--- src/rtl/pwm_pkg.sv ---
package pwm_pkg;

  localparam int ADDR_W = 2;

  localparam logic [ADDR_W-1:0] ADDR_DUTY = 2'd0;
  localparam logic [ADDR_W-1:0] ADDR_PER  = 2'd1;
  localparam logic [ADDR_W-1:0] ADDR_CTRL = 2'd2;
  localparam logic [ADDR_W-1:0] ADDR_CLR  = 2'd3;

  localparam int CTRL_POL_BIT = 0;
  localparam int CTRL_PRE_BIT = 1;

  // strobes from control to datapath
  typedef struct packed {
    logic step;   // counter advances this clock
    logic wrap;   // this step ends the period
  } pwmStrobes_t;

endpackage

--- src/rtl/pwm_datapath.sv ---
module pwm_datapath
  import pwm_pkg::*;
#(
  parameter int CNT_W = 16
) (
  input  logic                clk,
  input  logic                rstN,
  input  logic                wrEn,
  input  logic [ADDR_W-1:0]   wrAddr,
  input  logic [CNT_W-1:0]    wrData,
  input  pwmStrobes_t         strobes,
  output logic                cntEqDuty,
  output logic                cntAtPeriod,
  output logic                dutyStageZero,
  output logic                polarity,
  output logic                prescaleEn,
  output logic                flagClr,
  output logic [CNT_W-1:0]    activeDuty,
  output logic [CNT_W-1:0]    activePeriod
);

  localparam logic [CNT_W-1:0] CNT_ONE  = CNT_W'(1);
  localparam logic [CNT_W-1:0] CNT_ZERO = '0;

  logic [CNT_W-1:0] cnt;
  logic [CNT_W-1:0] dutyStage;
  logic [CNT_W-1:0] perStage;
  logic [CNT_W-1:0] dutyAct;
  logic [CNT_W-1:0] perAct;

  // staging and control registers
  always_ff @(posedge clk or negedge rstN) begin
    if (!rstN) begin
      dutyStage  <= CNT_ZERO;
      perStage   <= CNT_ONE;
      polarity   <= 1'b0;
      prescaleEn <= 1'b0;
    end else if (wrEn) begin
      case (wrAddr)
        ADDR_DUTY: dutyStage <= wrData;
        ADDR_PER:  perStage  <= wrData;
        ADDR_CTRL: begin
          polarity   <= wrData[CTRL_POL_BIT];
          prescaleEn <= wrData[CTRL_PRE_BIT];
        end
        default: ;
      endcase
    end
  end

  // counter and active compare registers
  always_ff @(posedge clk or negedge rstN) begin
    if (!rstN) begin
      cnt     <= CNT_ONE;
      dutyAct <= CNT_ZERO;
      perAct  <= CNT_ONE;
    end else if (strobes.step) begin
      if (strobes.wrap) begin
        cnt     <= CNT_ONE;
        dutyAct <= dutyStage;
        perAct  <= perStage;
      end else begin
        cnt <= cnt + CNT_ONE;
      end
    end
  end

  assign cntEqDuty     = (cnt == dutyAct);
  assign cntAtPeriod   = (cnt >= perAct);
  assign dutyStageZero = (dutyStage == CNT_ZERO);
  assign flagClr       = wrEn && (wrAddr == ADDR_CLR) && wrData[0];
  assign activeDuty    = dutyAct;
  assign activePeriod  = perAct;

  AST_CNT_RANGE: assert property (@(posedge clk) disable iff (!rstN)
    (cnt >= CNT_ONE) && ((cnt <= perAct) || (cnt == CNT_ONE)));

  AST_HOLD_NO_STEP: assert property (@(posedge clk) disable iff (!rstN)
    !strobes.step |=> $stable(cnt));

  AST_BUF_STABLE: assert property (@(posedge clk) disable iff (!rstN)
    !(strobes.step && strobes.wrap) |=> ($stable(dutyAct) && $stable(perAct)));

endmodule

--- src/rtl/pwm_control.sv ---
module pwm_control
  import pwm_pkg::*;
(
  input  logic        clk,
  input  logic        rstN,
  input  logic        tick,
  input  logic        prescaleEn,
  input  logic        cntEqDuty,
  input  logic        cntAtPeriod,
  input  logic        dutyStageZero,
  input  logic        flagClr,
  output pwmStrobes_t strobes,
  output logic        phaseInv,
  output logic        periodPulse,
  output logic        periodFlag
);

  always_comb begin
    strobes.step = !prescaleEn || tick;
    strobes.wrap = strobes.step && cntAtPeriod;
  end

  // output phase: 1 = inverse of polarity, 0 = polarity level
  always_ff @(posedge clk or negedge rstN) begin
    if (!rstN) begin
      phaseInv <= 1'b1;
    end else if (strobes.wrap) begin
      // period match wins; a zero staged duty matches on this same step
      phaseInv <= !dutyStageZero;
    end else if (strobes.step && cntEqDuty) begin
      phaseInv <= 1'b0;
    end
  end

  always_ff @(posedge clk or negedge rstN) begin
    if (!rstN) begin
      periodPulse <= 1'b0;
      periodFlag  <= 1'b0;
    end else begin
      periodPulse <= strobes.wrap;
      if (strobes.wrap)  periodFlag <= 1'b1;
      else if (flagClr)  periodFlag <= 1'b0;
    end
  end

  AST_FLAG_SET: assert property (@(posedge clk) disable iff (!rstN)
    periodPulse |-> periodFlag);

  AST_PULSE_ON_STEP: assert property (@(posedge clk) disable iff (!rstN)
    !strobes.step |=> !periodPulse);

endmodule

--- src/rtl/pwm_edge_chan.sv ---
module pwm_edge_chan
  import pwm_pkg::*;
#(
  parameter int CNT_W = 16
) (
  input  logic              clk,
  input  logic              rstN,
  input  logic              wrEn,
  input  logic [1:0]        wrAddr,
  input  logic [CNT_W-1:0]  wrData,
  input  logic              tick,
  output logic              pwmOut,
  output logic              periodPulse,
  output logic              periodFlag
);

  pwmStrobes_t      strobes;
  logic             cntEqDuty;
  logic             cntAtPeriod;
  logic             dutyStageZero;
  logic             polarity;
  logic             prescaleEn;
  logic             flagClr;
  logic             phaseInv;
  logic [CNT_W-1:0] activeDuty;
  logic [CNT_W-1:0] activePeriod;

  pwm_datapath #(.CNT_W(CNT_W)) i_datapath (
    .clk           (clk),
    .rstN          (rstN),
    .wrEn          (wrEn),
    .wrAddr        (wrAddr),
    .wrData        (wrData),
    .strobes       (strobes),
    .cntEqDuty     (cntEqDuty),
    .cntAtPeriod   (cntAtPeriod),
    .dutyStageZero (dutyStageZero),
    .polarity      (polarity),
    .prescaleEn    (prescaleEn),
    .flagClr       (flagClr),
    .activeDuty    (activeDuty),
    .activePeriod  (activePeriod)
  );

  pwm_control i_control (
    .clk           (clk),
    .rstN          (rstN),
    .tick          (tick),
    .prescaleEn    (prescaleEn),
    .cntEqDuty     (cntEqDuty),
    .cntAtPeriod   (cntAtPeriod),
    .dutyStageZero (dutyStageZero),
    .flagClr       (flagClr),
    .strobes       (strobes),
    .phaseInv      (phaseInv),
    .periodPulse   (periodPulse),
    .periodFlag    (periodFlag)
  );

  assign pwmOut = phaseInv ? !polarity : polarity;

  AST_FULL_DUTY: assert property (@(posedge clk) disable iff (!rstN)
    ((activeDuty >= activePeriod) && (activeDuty != '0)) |-> phaseInv);

endmodule

--- config.mk ---
export PLATFORM = sky130hd
export DESIGN_NAME = pwm_edge_chan
export DESIGN_NICKNAME = d
export VERILOG_FILES = /design/src/rtl/pwm_pkg.sv /design/src/rtl/pwm_datapath.sv /design/src/rtl/pwm_control.sv /design/src/rtl/pwm_edge_chan.sv
export SDC_FILE = /design/constraint.sdc
export NUM_CORES = 1
export LEC_CHECK = 0
export BUFFER_PORTS_ARGS = -buffer_cell sky130_fd_sc_hd__buf_4
export CAP_MARGIN = 20
export CORE_MARGIN = 4
export CORE_UTILIZATION = 39
export DETAILED_ROUTE_END_ITERATION = 8
export PLACE_DENSITY = 0.61
export SLEW_MARGIN = 20
export SYNTH_ARGS = -nofsm -noshare
export SYNTH_HDL_FRONTEND = slang
export SYNTH_SLANG_ARGS = --single-unit
--- constraint.sdc ---
create_clock -name clk -period 5.1 [get_ports clk]
set_input_delay 0.255 -clock clk [delete_from_list [all_inputs] [get_ports clk]]
set_output_delay 0.255 -clock clk [all_outputs]
set_load 0.01 [all_outputs]
# After elaboration in Yosys (flattened, before gate mapping)
# Cells that the tools add are included.
[word_totals]
latch_bits = 0
register_bits = 85
romBits = 0
in_bits = 22
elab_cells = 38
memories = 0
ram_bits = 0
output_inout_bits = 3
[classes]
eq_ne = 4
n_div = 0
n_mul = 0
shifts = 0
n_lt_le_gt_ge = 1
mux = 6
n_reduce_logical = 16
bitwise_logic = 0
add_sub_neg = 1
[op_table]
columns = ["operator", "count"]
rows = [
  ["$add A16 B1 Y16 const B", 1],
  ["$eq A16 B16 Y1", 1],
  ["$ge A16 B16 Y1", 1],
  ["$logic_not A16 Y1", 1],
  ["$mux W16", 1],
  ["$reduce_and A2 Y1", 4],
  ["$mux W1", 5],
  ["$eq A2 B2 Y1 const B", 2],
  ["$logic_and A1 B1 Y1", 4],
  ["$reduce_bool A2 Y1", 2],
  ["$logic_not A1 Y1", 3],
  ["$eq A2 B1 Y1 const B", 1],
  ["$logic_not A2 Y1", 1],
  ["$logic_or A1 B1 Y1", 1],
]

# Longest topological paths before layout
[depth]
depth_word = 5
mapped_depth = 9
depth_no_buf = 7

# Hierarchy
# A second synthesis with hierarchy kept.
[hier_totals]
cells_unflattened = 380
area_unflattened_um2 = 4026.4
[modules_own_cells]
columns = ["mod", "area_per_inst_um2", "cells_per_inst", "n_inst", "seq_area_each_um2"]
rows = [
  ["pwm_datapath", 3886.2, 369, 1, 2055.7],
  ["pwm_control", 131.4, 10, 1, 76.3],
  ["pwm_edge_chan", 8.8, 1, 1, 0.0],
]

# Worst setup path after synthesis
# OpenSTA, ideal clock, no wires.
[synth_timing]
path_kind = "reg2reg"
startpoint = "register i_datapath.cnt[0]"
endpoint = "register i_datapath.dutyAct[10], in the netlist i_datapath.activeDuty[10]"
setup_slack_ps = 2488
stages_incl_launch_ff = 9
setup_ps = 125
period_less_slack_ps = 2612
arrival_ps = 2487
path_buffers = 1
path_cell_list = "dfstp_2 > inv_1 > ha_1 > nand2b_1 > a2111o_1 > a311oi_4 > a21oi_4 > buf_6 > mux2_4"
[synth_between]
elab_chain_len = 3
[synth_lines]
columns = ["element", "line_no", "rtl"]
rows = [
  ["start, declared", "pwm_datapath.sv:25", "logic [CNT_W-1:0] cnt;"],
  ["start signal, assigned", "pwm_datapath.sv:63", "cnt <= cnt + CNT_ONE;"],
  ["$ge A16 B16 Y1", "pwm_datapath.sv:69", "assign cntAtPeriod = (cnt >= perAct);"],
  ["$logic_and A1 B1 Y1", "pwm_control.sv:20", "strobes.wrap = strobes.step && cntAtPeriod;"],
  ["$reduce_and A2 Y1 (no line)", "n/a", ""],
  ["end signal, assigned", "pwm_datapath.sv:60", "dutyAct <= dutyStage;"],
  ["end, declared", "pwm_datapath.sv:28", "logic [CNT_W-1:0] dutyAct;"],
]
# No other way between the ends.
# A chain may end at the register's enable or synchronous reset.

# Worst setup path in the final report
[layout_timing]
startpoint = "register i_datapath.cnt[13]"
endpoint = "register i_datapath.dutyAct[15], in the netlist i_datapath.activeDuty[15]"
# Same word-level chain as after synthesis.

==> results_tabular.tex <==
\begin{tabular}{lr}
\hline
Metric & Value \\
\hline
\multicolumn{2}{l}{\textbf{Logic synthesis}} \\
\quad Post-Synthesis Cell Area & roughly 4100 sq um \\
\quad Synthesized Nets & 350 \\
\quad Ys Warns & 0 \\
\quad Flops \& latches, synth & 85 \\
\quad Compound-Gate Fraction of Synth Area & 3.95\% \\
\quad Post-synth EDFFs & 0 \\
\quad Combinational family with the most area after synthesis & multiplexers \\
\quad Share of synthesized flip-flops with an asynchronous set or reset & 100\% \\
\quad Post-synthesis simple-gate area fraction & approximately 8.8\% \\
\quad Unique cell type count in the Yosys netlist & 37 \\
\quad Sequential-to-total area share from yosys stat & 52.2\% \\
\quad Synth Area in XOR/XNOR & 6.00\% \\
\quad Adder-Cell Fraction of Synth Area & 5.21\% \\
\quad Most instantiated flip-flop cell in the synthesis netlist & sky130\_fd\_sc\_hd\_\_dfrtp\_1 \\
\quad Cells after synthesis & 311 \\
\quad Share of cell area taken by muxes after synthesis & approximately a fifth \\
\quad Post-Syn Area per Cell & 13.1 sq um \\
\multicolumn{2}{l}{\textbf{CTS}} \\
\quad Number of hold buffers added after cts & 0 \\
\quad TritonCTS Buffers & 9 \\
\quad Setup Buffers After CTS & 0 \\
\quad Number of instances resized during post-cts repair & 0 \\
\quad Clock Sink Count & 85 \\
\quad Root Buffer & sky130\_fd\_sc\_hd\_\_clkbuf\_8 \\
\quad Htree depth & 3 \\
\quad Source-to-sink clock delay at the later pin of the worst-skew pair & 0.35 ns \\
\quad TritonCTS clock tree & yes \\
\quad Max clock buf depth & 2 \\
\quad Reg clk slew, reported paths & 0.08 ns \\
\multicolumn{2}{l}{\textbf{Floorplan}} \\
\quad Vert. Die Dim & 110 microns \\
\quad Starting density of the core & 39.7\% \\
\quad Core area & 10300 sq um \\
\quad Cell Rows & 37 \\
\quad Die outline area & 12200 sq um \\
\quad Die Width & 110 microns \\
\quad Boundary Pins & 25 \\
\multicolumn{2}{l}{\textbf{STA}} \\
\quad Max Fclk & 0.296 GHz \\
\quad Setup repair after global routing missed its margin & false \\
\quad Ratio of final minimum period to clock period & 66.3\% \\
\quad Worst hold slack & -0.0616 ns \\
\quad Total negative slack for setup checks & 0 ns \\
\quad Final worst-path setup slack & 1.72 ns \\
\quad Min Tclk post-route & 3.38 ns \\
\quad Max-slew violations & 0 \\
\quad Hold violation total from the final report & 66 \\
\quad Maximum clock skew at final layout & 0.0114 ns \\
\quad Transition at the pin with the smallest max-transition slack & 1.02 ns \\
\quad Relative max-transition margin & 32.0\% \\
\quad Number of endpoints failing setup at the final stage & 0 \\
\multicolumn{2}{l}{\textbf{Worst setup path}} \\
\quad Kind of start point of the critical path & flop \\
\quad Worst setup path class & reg2reg \\
\quad Worst r2r dst & i\_datapath.activeDuty[15] \\
\quad Required @ worst endpoint & 5.34 ns \\
\quad Slack of the worst reg-to-reg path & around 1.7 ns \\
\quad Arrival @ worst endpoint & 3.62 ns \\
\quad Endpoint type of the worst setup path & flop \\
\quad Depth of the worst register-to-register path & 7 \\
\quad Crit-path max FO & 28 \\
\quad Worst r2r src & i\_datapath.cnt[13] \\
\multicolumn{2}{l}{\textbf{Placed design}} \\
\quad Post-placement cell count & 467 \\
\quad Count of input and output buffers & 24 \\
\quad Gp weighted congestion & 0.785 \\
\quad Post-DP HPWL & 5400 microns \\
\quad Placement-stage cell area & 4410 sq um \\
\quad DP Worst Slack & 1.68 ns \\
\multicolumn{2}{l}{\textbf{GRT}} \\
\quad Number of global-route vias before repair & 2549 \\
\quad Maximum number of pins on one net before global-route repair & 86 \\
\quad Global-route usage over all layers & $\sim$14\% \\
\quad Top Usage Layer GRT & met2 \\
\quad Met2 usage in global routing & 22.5\% \\
\quad Congestion Overflow GR & 0 \\
\quad Met1 global-route usage & 19.1\% \\
\quad Grt met3 use & 3.20\% \\
\quad Wire length of the first global-routing pass & between 10000 and 15000 microns \\
\quad Initial antenna violation count & 0 \\
\multicolumn{2}{l}{\textbf{Power and ir drop}} \\
\quad Power density relative to cell area & 490 nW/um\^{}2 \\
\quad Maximum resistive drop on vdd & 0.171 mV \\
\quad Leakage component of the power & 2.14 nW \\
\quad Total Power & 2.27 mW \\
\multicolumn{2}{l}{\textbf{Route}} \\
\quad DRC Markers & 0 \\
\quad Via count & 2444 \\
\quad Wire length per cell & 16.1 microns \\
\quad Antenna Nets Post-Route & 0 \\
\quad First-pass DRT Iterations & 4 \\
\quad Via density per instance & 5.07 \\
\quad Number of design-rule violations left by the first detailed-router iteration & 66 \\
\quad Routed wire length & 7750 microns \\
\multicolumn{2}{l}{\textbf{Cells and area}} \\
\quad Area growth from synthesis to layout & 13.6\% \\
\quad \# diodes & 0 \\
\quad Final cell count without fillers & roughly 480 \\
\quad Total number of nets in the final design & 381 \\
\quad Final std cell area, no fill & roughly 4600 sq um \\
\quad Share of the core filled with cells & 45.1\% \\
\quad Sequential standard cell area & $\sim$2100 sq um \\
\quad Combined area of the multi-input logic cells & roughly 1800 sq um \\
\quad Number of filler instances in the final layout & a little under 1000 \\
\quad Fraction of layout instances using a drive strength above 1 & roughly a third \\
\multicolumn{2}{l}{\textbf{Run status}} \\
\quad Status & finished, violations left \\
\quad Failing checks & hold timing \\
\multicolumn{2}{l}{\textbf{Worst hold path}} \\
\quad Hold Path Class & in2async \\
\multicolumn{2}{l}{\textbf{Flow run}} \\
\quad MaxCap Viol Count & 0 \\
\hline
\end{tabular}
[cells in the mapped netlist, types with 2 or more instances]
cell                        n  share of area (%)
sky130_fd_sc_hd__dfrtp_1   81                 50
sky130_fd_sc_hd__mux2_2    41                 11
sky130_fd_sc_hd__mux2_4    25                9.2
sky130_fd_sc_hd__xor2_1    21                4.5
sky130_fd_sc_hd__inv_1     19                1.7
sky130_fd_sc_hd__ha_1      17                5.2
sky130_fd_sc_hd__nor2_1    13                1.2
sky130_fd_sc_hd__nand3_1   12                1.5
sky130_fd_sc_hd__nand2_1    9               0.83
sky130_fd_sc_hd__nand4_1    7                1.1
sky130_fd_sc_hd__nor3_1     7               0.86
sky130_fd_sc_hd__nor4_1     7                1.1
sky130_fd_sc_hd__xnor2_1    7                1.5
sky130_fd_sc_hd__a21oi_1    4               0.49
sky130_fd_sc_hd__buf_6      4                1.1
sky130_fd_sc_hd__dfstp_2    4                2.6
sky130_fd_sc_hd__o21ai_0    4               0.49
sky130_fd_sc_hd__a31oi_1    3               0.46
sky130_fd_sc_hd__and3_1     3               0.46
sky130_fd_sc_hd__and4_1     3               0.64
sky130_fd_sc_hd__clkbuf_1   2               0.18
sky130_fd_sc_hd__nand2b_1   2               0.31
sky130_fd_sc_hd__nand3b_1   2               0.37
[final cells by class]
class	instances	area share [%]
Clock buffer	11	2.83
Sequential cell	85	46.0
Multi-Input combinational cell	200	39.4
Timing Repair Buffer	27	4.45
Inverter	19	1.54
Tap cell	136	3.67
Clock inverter	4	2.10
[worst max-delay path by stage]
stage,start,to,slack (ns),depth (start not counted)
3_5_place_dp,i_datapath.cnt[13],i_datapath.activePeriod[15],1.68,7
6_report,i_datapath.cnt[13],i_datapath.activeDuty[15],1.72,7
2_1_floorplan,i_datapath.cnt[0],i_datapath.activeDuty[10],2.49,8
5_1_grt,i_datapath.cnt[13],i_datapath.activeDuty[15],1.45,7
3_3_place_gp,i_datapath.cnt[14],i_datapath.activePeriod[15],1.87,7
4_1_cts,i_datapath.cnt[13],i_datapath.activeDuty[15],1.67,7
[state kept, by name, indices dropped and copies added (netlist names)]
register and flops:
i_control.periodFlag 1, i_control.periodPulse 1, i_control.phaseInv 1, i_datapath.activeDuty 16, i_datapath.activePeriod 16, i_datapath.cnt 16, i_datapath.dutyStage 16, i_datapath.perStage 16
i_datapath.polarity 1, i_datapath.prescaleEn 1
[cell families after synthesis]
logic type               Yosys count
flip-flops                        85
adder cells (fa/ha/maj)           17
buffers and inverters             26
XOR/XNOR                          28
multiplexers                      67
AND/OR/NAND/NOR                   68
AO/OA/AOI/OAI                     20
[where the power goes]
part / internal, mW / leakage [nW] / switching (mW)
Clock: 0.323 / 0.110 / 0.230
Combinational: 0.379 / 0.976 / 0.277
Sequential: 0.889 / 1.05 / 0.176
[layout by cell type (no fill, tap or decap), types with 9 or more instances in the layout]
master                     instances
sky130_fd_sc_hd__dfrtp_1          81
sky130_fd_sc_hd__mux2_2           41
sky130_fd_sc_hd__buf_4            26
sky130_fd_sc_hd__mux2_4           25
sky130_fd_sc_hd__xor2_1           21
sky130_fd_sc_hd__inv_1            19
sky130_fd_sc_hd__ha_1             17
sky130_fd_sc_hd__nor2_1           13
sky130_fd_sc_hd__nand3_1          12
sky130_fd_sc_hd__nand2_1           9
sky130_fd_sc_hd__clkbuf_8          9
[worst max-delay path, cell delays in order, from the launching register on]
cell	delay, ns
sky130_fd_sc_hd__dfrtp_1	0.44
sky130_fd_sc_hd__ha_1	0.32
sky130_fd_sc_hd__nand4_1	0.14
sky130_fd_sc_hd__nor3_1	0.44
sky130_fd_sc_hd__a2bb2oi_1	0.34
sky130_fd_sc_hd__a21oi_4	0.71
sky130_fd_sc_hd__buf_4	0.50
sky130_fd_sc_hd__mux2_2	0.38
[per-layer routing]
metal	part of all wire [%]	up-vias
met1	47	1241
met3	2.2	17
li1	-	1158
met5	0	-
met4	2.5	0
met2	48	28
(Power assumes the default switching activity.)
